**src/rtl/capsink_pkg.sv**
```systemverilog
package capsink_pkg;
    typedef enum logic {
        CS_IDLE = 1'b0,
        CS_RECV = 1'b1
    } cs_state_t;
endpackage

```
**src/rtl/capsink_ctrl.sv**
```systemverilog
module capsink_ctrl
    import capsink_pkg::*;
#(
    parameter int WORDS = 8,
    parameter int AW    = $clog2(WORDS),
    parameter int PW    = $clog2(WORDS + 1)
) (
    input  logic          clk,
    input  logic          rst_n,
    input  logic          valid_i,
    input  logic          last_i,
    output logic          ready_o,
    output logic          wr_en_o,
    output logic [AW-1:0] wr_addr_o,
    output logic          done_o
);
    localparam logic [PW-1:0] LAST_SLOT = PW'(WORDS - 1);

    cs_state_t     state_q, state_d;
    logic [PW-1:0] ptr_q;
    logic          done_q;
    logic          accept;
    logic          finish;

    // state register
    always_ff @(posedge clk) begin
        if (!rst_n) state_q <= CS_IDLE;
        else        state_q <= state_d;
    end

    // next state and outputs
    always_comb begin
        state_d = state_q;
        ready_o = 1'b0;
        unique case (state_q)
            CS_IDLE: begin
                if (valid_i) state_d = CS_RECV;
            end
            CS_RECV: begin
                ready_o = (ptr_q <= LAST_SLOT);
                if (finish) state_d = CS_IDLE;
            end
            default: state_d = CS_IDLE;
        endcase
    end

    assign accept    = valid_i && ready_o;
    assign finish    = accept && (last_i || (ptr_q == LAST_SLOT));
    assign wr_en_o   = accept;
    assign wr_addr_o = ptr_q[AW-1:0];
    assign done_o    = done_q;

    // write position and completion pulse
    always_ff @(posedge clk) begin
        if (!rst_n) begin
            ptr_q  <= '0;
            done_q <= 1'b0;
        end else begin
            done_q <= finish;
            if (finish)      ptr_q <= '0;
            else if (accept) ptr_q <= ptr_q + 1'b1;
        end
    end


    ready_rise_after_valid_chk: assert property (@(posedge clk) disable iff (!rst_n)
        $rose(ready_o) |-> $past(valid_i));


    ptr_hold_chk: assert property (@(posedge clk) disable iff (!rst_n)
        !(valid_i && ready_o) |=> $stable(ptr_q));


    done_after_full_chk: assert property (@(posedge clk) disable iff (!rst_n)
        (valid_i && ready_o && ptr_q == LAST_SLOT) |=> done_o);


    no_overflow_chk: assert property (@(posedge clk) disable iff (!rst_n)
        (valid_i && ready_o && ptr_q == LAST_SLOT) |=> !ready_o);


    last_ends_chk: assert property (@(posedge clk) disable iff (!rst_n)
        (valid_i && ready_o && last_i) |=> (done_o && !ready_o && ptr_q == '0));


    done_pulse_chk: assert property (@(posedge clk) disable iff (!rst_n)
        done_o |=> !done_o);
endmodule

```
**src/rtl/capsink_mask.sv**
```systemverilog
module capsink_mask #(
    parameter int DATA_W = 32,
    parameter int LANES  = DATA_W / 8
) (
    input  logic [DATA_W-1:0] data_i,
    input  logic [LANES-1:0]  strb_i,
    output logic [DATA_W-1:0] data_o
);
    for (genvar b = 0; b < LANES; b++) begin : g_lane
        assign data_o[8*b +: 8] = strb_i[b] ? data_i[8*b +: 8] : 8'h00;
    end
endmodule

```
**src/rtl/capsink_buf.sv**
```systemverilog
module capsink_buf #(
    parameter int DATA_W = 32,
    parameter int WORDS  = 8,
    parameter int AW     = $clog2(WORDS)
) (
    input  logic              clk,
    input  logic              wr_en,
    input  logic [AW-1:0]     wr_addr,
    input  logic [DATA_W-1:0] wr_data,
    input  logic [AW-1:0]     rd_addr,
    output logic [DATA_W-1:0] rd_data
);
    logic [DATA_W-1:0] mem [WORDS];

    always_ff @(posedge clk) begin
        if (wr_en) mem[wr_addr] <= wr_data;
    end

    assign rd_data = mem[rd_addr];
endmodule

```
**src/rtl/stream_capture_sink.sv**
```systemverilog
module stream_capture_sink #(
    parameter int DATA_W = 32,
    parameter int WORDS  = 8,
    localparam int LANES = DATA_W / 8,
    localparam int AW    = $clog2(WORDS)
) (
    input  logic              clk,
    input  logic              rst_n,
    input  logic              s_valid,
    output logic              s_ready,
    input  logic [DATA_W-1:0] s_data,
    input  logic [LANES-1:0]  s_strb,
    input  logic              s_last,
    output logic              cap_done,
    input  logic [AW-1:0]     rd_addr,
    output logic [DATA_W-1:0] rd_data
);
    logic              wr_en;
    logic [AW-1:0]     wr_addr;
    logic [DATA_W-1:0] masked;

    capsink_ctrl #(.WORDS(WORDS), .AW(AW)) u_ctrl (
        .clk       (clk),
        .rst_n     (rst_n),
        .valid_i   (s_valid),
        .last_i    (s_last),
        .ready_o   (s_ready),
        .wr_en_o   (wr_en),
        .wr_addr_o (wr_addr),
        .done_o    (cap_done)
    );

    capsink_mask #(.DATA_W(DATA_W), .LANES(LANES)) u_mask (
        .data_i (s_data),
        .strb_i (s_strb),
        .data_o (masked)
    );

    capsink_buf #(.DATA_W(DATA_W), .WORDS(WORDS), .AW(AW)) u_buf (
        .clk     (clk),
        .wr_en   (wr_en),
        .wr_addr (wr_addr),
        .wr_data (masked),
        .rd_addr (rd_addr),
        .rd_data (rd_data)
    );
endmodule

```
**config.mk**
```make
export PLATFORM = sky130hd
export DESIGN_NAME = stream_capture_sink
export DESIGN_NICKNAME = d
export VERILOG_FILES = /design/src/rtl/capsink_pkg.sv /design/src/rtl/capsink_ctrl.sv /design/src/rtl/capsink_mask.sv /design/src/rtl/capsink_buf.sv /design/src/rtl/stream_capture_sink.sv
export SDC_FILE = /design/constraint.sdc
export NUM_CORES = 1
export LEC_CHECK = 0
export BUFFER_PORTS_ARGS = -buffer_cell sky130_fd_sc_hd__buf_2
export CORE_MARGIN = 2
export CORE_UTILIZATION = 50
export CTS_CLUSTER_SIZE = 40
export DETAILED_ROUTE_END_ITERATION = 6
export GPL_TIMING_DRIVEN = 0
export PLACE_DENSITY = 0.68
export SETUP_SLACK_MARGIN = 0.2
export SKIP_CTS_REPAIR_TIMING = 1
export SLEW_MARGIN = 20
export SYNTH_ARGS = -nofsm -noshare
export SYNTH_HDL_FRONTEND = slang
export SYNTH_SLANG_ARGS = --single-unit
```
**constraint.sdc**
```tcl
create_clock -name clk -period 7.05 [get_ports clk]
set_input_delay 1.41 -clock clk [delete_from_list [all_inputs] [get_ports clk]]
set_output_delay 1.41 -clock clk [all_outputs]
set_load 0.05 [all_outputs]
```
Yosys cells after proc, flatten, opt, wreduce, memory -nomap -nowiden
Memories as Yosys holds them, arrays and structs flattened.
Index checks and enable logic that the tools add are counted.
Operators by class
  reductions and logical operators: 4
  eq/ne operators: 1
  shift-type cells: 0
  div/mod/pow operators: 0
  bitwise gates (word level): 2
  $mul: 0
  $lt $le $gt $ge: 1
  mux-type cells: 10
  add/subtract/negate cells: 1
Operators with widths (number)
  two-way mux 8 bit: 4
  two-way mux 1 bit: 5
  adder 4 x 1 -> 4 bit (second input constant): 1
  == test 4 x 3 -> 1 bit (second input constant): 1
  <= comparator 4 x 3 -> 1 bit (second input constant): 1
  logical AND 1 bit: 2
  NOT 1 bit: 2
  case mux 1 bit (2 select lines): 1
  OR reduction 2 bit: 1
  logical OR 1 bit: 1
Word-level totals
  latch bits: 0
  memory bits (read-only): 0
  output and inout port bits: 34
  register bits after elaboration: 6
  logic and storage cells: 23
  memory bits (writable): 256
  input bits: 43
  memories: 1
Memory list
  u_buf.mem: depth 8, bits a word 32, read ports 1, clocked after Yosys merged registers in 0, write ports 1, line capsink_buf.sv:13  | logic [DATA_W-1:0] mem [WORDS];

Depth between registers and ports, before layout
  depth in word-level cells: 6
  mapped depth: 4
  gate-level depth less buffers: 4

Cells and area by module
From an unflattened synthesis, not the netlist that was laid out.
Unflattened totals
  cells, all modules: 444
  area total of the unflattened synthesis: 10304.9 µm²
By module, submodules not included
  capsink_buf: cells an instance 383, times used 1, sequential area each 7687.4 µm², area an instance 9825.7 µm²
  capsink_ctrl: cells an instance 29, times used 1, sequential area each 120.1 µm², area an instance 279.0 µm²
  capsink_mask: cells an instance 32, times used 1, sequential area each 0.0 µm², area an instance 200.2 µm²

Worst setup path before layout
Ideal clock, no wire load.
  path type: in2reg
  from: in s_valid
  to: mem u_buf.mem[0][0] (enable)
  path slack: 1.868 ns
  buffers on the path: 0
  library setup time: 0.502 ns
  data required time: 6.548 ns
  stages on the path: 2
  arrival time: 4.680 ns
  cell sequence: nand3b_2 nor4_1
On the way
  word-level cells in the longest chain between the ends: 3
RTL lines
  start: declaration: line stream_capture_sink.sv:9  | input logic s_valid,
  logical AND 1 bit: line capsink_ctrl.sv:47  | assign accept = valid_i && ready_o;
  two-way mux 1 bit: line capsink_buf.sv:16  | if (wr_en) mem[wr_addr] <= wr_data;
  two-way mux 1 bit (not written as such): line capsink_buf.sv:16
  end: declaration: line capsink_buf.sv:13
No other way between the ends.

Worst setup path in the final report
  from: in rd_addr[2]
  to: out rd_data[5]
On the way
  word-level cells in the longest chain between the ends: 1
RTL lines
  start: declaration: line stream_capture_sink.sv:15  | input logic [AW-1:0] rd_addr,
  memory read (8 x 32 bit)
  end: declaration: line stream_capture_sink.sv:16  | output logic [DATA_W-1:0] rd_data
No other way between the ends.

==> metrics.txt <==
critical path class in2out; CP max FO 10; worst hold path type reg2reg; # placed instances about 810; Pleak 0.00418 µW; fin util 0.600; number of flops mapped to enable cells by yosys between 200 and 300; Die ar. between 20000 and 25000 µm²; layout overhead on the synthesized area 17.8%; Layout Nets 608; Critical Path Start rd_addr[2]; Top FF cell, synth edfxtp_1; worst slew pin tran 0.783 ns; final total power about 3300 µW; Worst Hold Depth 1; #FFs+latches synth between 200 and 300; root buffer cell clkbuf_16; Hold Crit Start u_ctrl.ptr_q[3]$_SDFFE_PP0P_; FP Rows 52; crit path DAT 3.14 ns; synthesized instance count ~440; drt drc 0; Core ar. 20200 µm²; clk sinks about 260; Setup violations, final 0; overflow left after global routing 0; Antenna diodes 0; Synth area leader edfxtp_1; worst reg2reg startpoint u_ctrl.ptr_q[3]$_SDFFE_PP0P_; Clk Latency, worst-skew pair between 0.5 and 0.6 ns; final hold slack 0.521 ns; pwr dens 271 nW/µm²; register area share after synthesis 0.760; Initial DRC Count 324; max-cap violations 0; die height 147 µm; Synthesized Nets between 400 and 500; H-tree levels 1; Final Cycle Share 0.645; Longest Clk Path Bufs 3; Setup crit end kind primary output; IO Count 77; RSZ-0062 raised after global routing false; Ys Warns 0; Fmax achieved approximately 220 MHz; die extent in x 147 µm; CP Data Required Time 5.64 ns; final instance count without filler cells roughly 850; antenna viol nets, final 0; gr usage total 0.186; Clock Pin Slew Worst Setup and Hold Paths ~0.060 ns; fraction of registers with async set/reset 0; port buffer count between 70 and 80; initial antenna violation count 0; max-slew violations 0; Startpoint Class input pin; number of buffers created by CTS 26; Worst R2R Path Depth 5; Synth Area per Inst between 20 and 25 µm²; drt wl/cell 22.9 µm; vias in the first global route 5115; Detailed Place HPWL about 13 mm; FF-to-FF setup slack roughly 4.7 ns; Max VDD drop 0.000215 V; Synth cell types 27; vias per cell 5.55; Rel. slew slack 0.475; Routability Congestion between 0.6 and 0.7; Synth top area share 0.749; drt pass-1 iters 4; worst clock skew about 0.0071 ns; CTS tree yes; Starting Density 0.509; clock period minus worst slack 4.55 ns; final WL a little under 20 mm; status completed; number of hold violations in the final report 0; largest net degree at the start of global routing 19; DR vias between 4000 and 5000; layout cell share with drive strength beyond 1 0.367; top cells by area, synth edfxtp_1, mux4_1, mux4_2; first-pass GRT wire length slightly above 30 mm; Post-Syn Area between 10000 and 15000 µm²
-- sequential cells by signal, indices dropped and copies added (netlist names) --
register        count
u_buf.mem         256
u_ctrl.done_o       1
u_ctrl.ptr_q        4
u_ctrl.state_q      1
-- per-layer routing --
| layer | share of wire | track usage |
|---|---|---|
| met1 | 0.43 | 0.257 |
| met2 | 0.51 | 0.318 |
| met3 | 0.046 | 0.0295 |
| met4 | 0.014 | 0.0389 |
| met5 | 0 | 0 |
-- worst paths after layout --
check                                      end
setup / recovery                    rd_data[5]
hold / removal    u_ctrl.ptr_q[3]$_SDFFE_PP0P_
setup reg to reg    u_buf.mem[1][11]$_DFFE_PP_
hold reg to reg   u_ctrl.ptr_q[3]$_SDFFE_PP0P_
-- final cells by class --
| cell class | instances | area (µm²) |
|---|---|---|
| timing repair buffer | 99 | 606 |
| fill | 1455 | 8070 |
| clock buffer | 30 | 687 |
| tap | 270 | 338 |
| clock inverter | 17 | 150 |
| multi-input combinational | 157 | 2380 |
| buffer | 18 | 128 |
| sequential | 262 | 7810 |
-- logic make-up (layout without fill, tap and decap cells) --
logic type,Yosys count,after routing,share of synthesized area
buf+inv,18,164,0.0124
fa+ha+maj,1,1,0.00122
compound gates,5,5,0.00317
xor+xnor,1,1,0.000853
mux,97,97,0.191
flops,262,262,0.760
simple gates,53,53,0.0308
-- power by group --
group	total [µW]	internal, µW	switching, µW	leakage [µW]
sequential	1730	1720	3.79	0.00239
clock	1340	802	535	0.000415
combinational	217	79.3	138	0.00137
total	3280	2600	677	0.00418
-- layout by cell type, fill, tap and decap left out, drive strengths merged, types with 2 or more instances in the layout --
master / count
edfxtp: 256
buf: 115
mux4: 64
and2: 32
mux2: 32
clkbuf: 32
clkinv: 14
nor2: 8
dfxtp: 6
nor3: 4
bufinv: 3
nand2b: 2
o21ai: 2
-- stage by stage --
step	worst slack [ns]	setup TNS, ns	instance area, µm²
6_report	2.50	0	12100
3_3_place_gp	-1.54	-49.18	11000
5_1_grt	2.41	0	12100
4_1_cts	2.48	0	12100
2_1_floorplan	1.87	0	10300
3_5_place_dp	2.50	0	11300
-- synth_stat cells, drive strengths merged, types with 2 or more instances --
cell type and count:
dfxtp 6, clkbuf 2, buf 16, edfxtp 256, nand2b 2, nor3 4
and2 32, mux2 32, nor2 8, o21ai 2, mux4 64
-- worst max-delay path: stages --
cell	delay, ns
clkbuf_1	0.43
buf_2	0.39
mux4_1	0.37
mux2_2	0.31
buf_2	0.22
No activity file was read; power rests on OpenSTA's default activity.
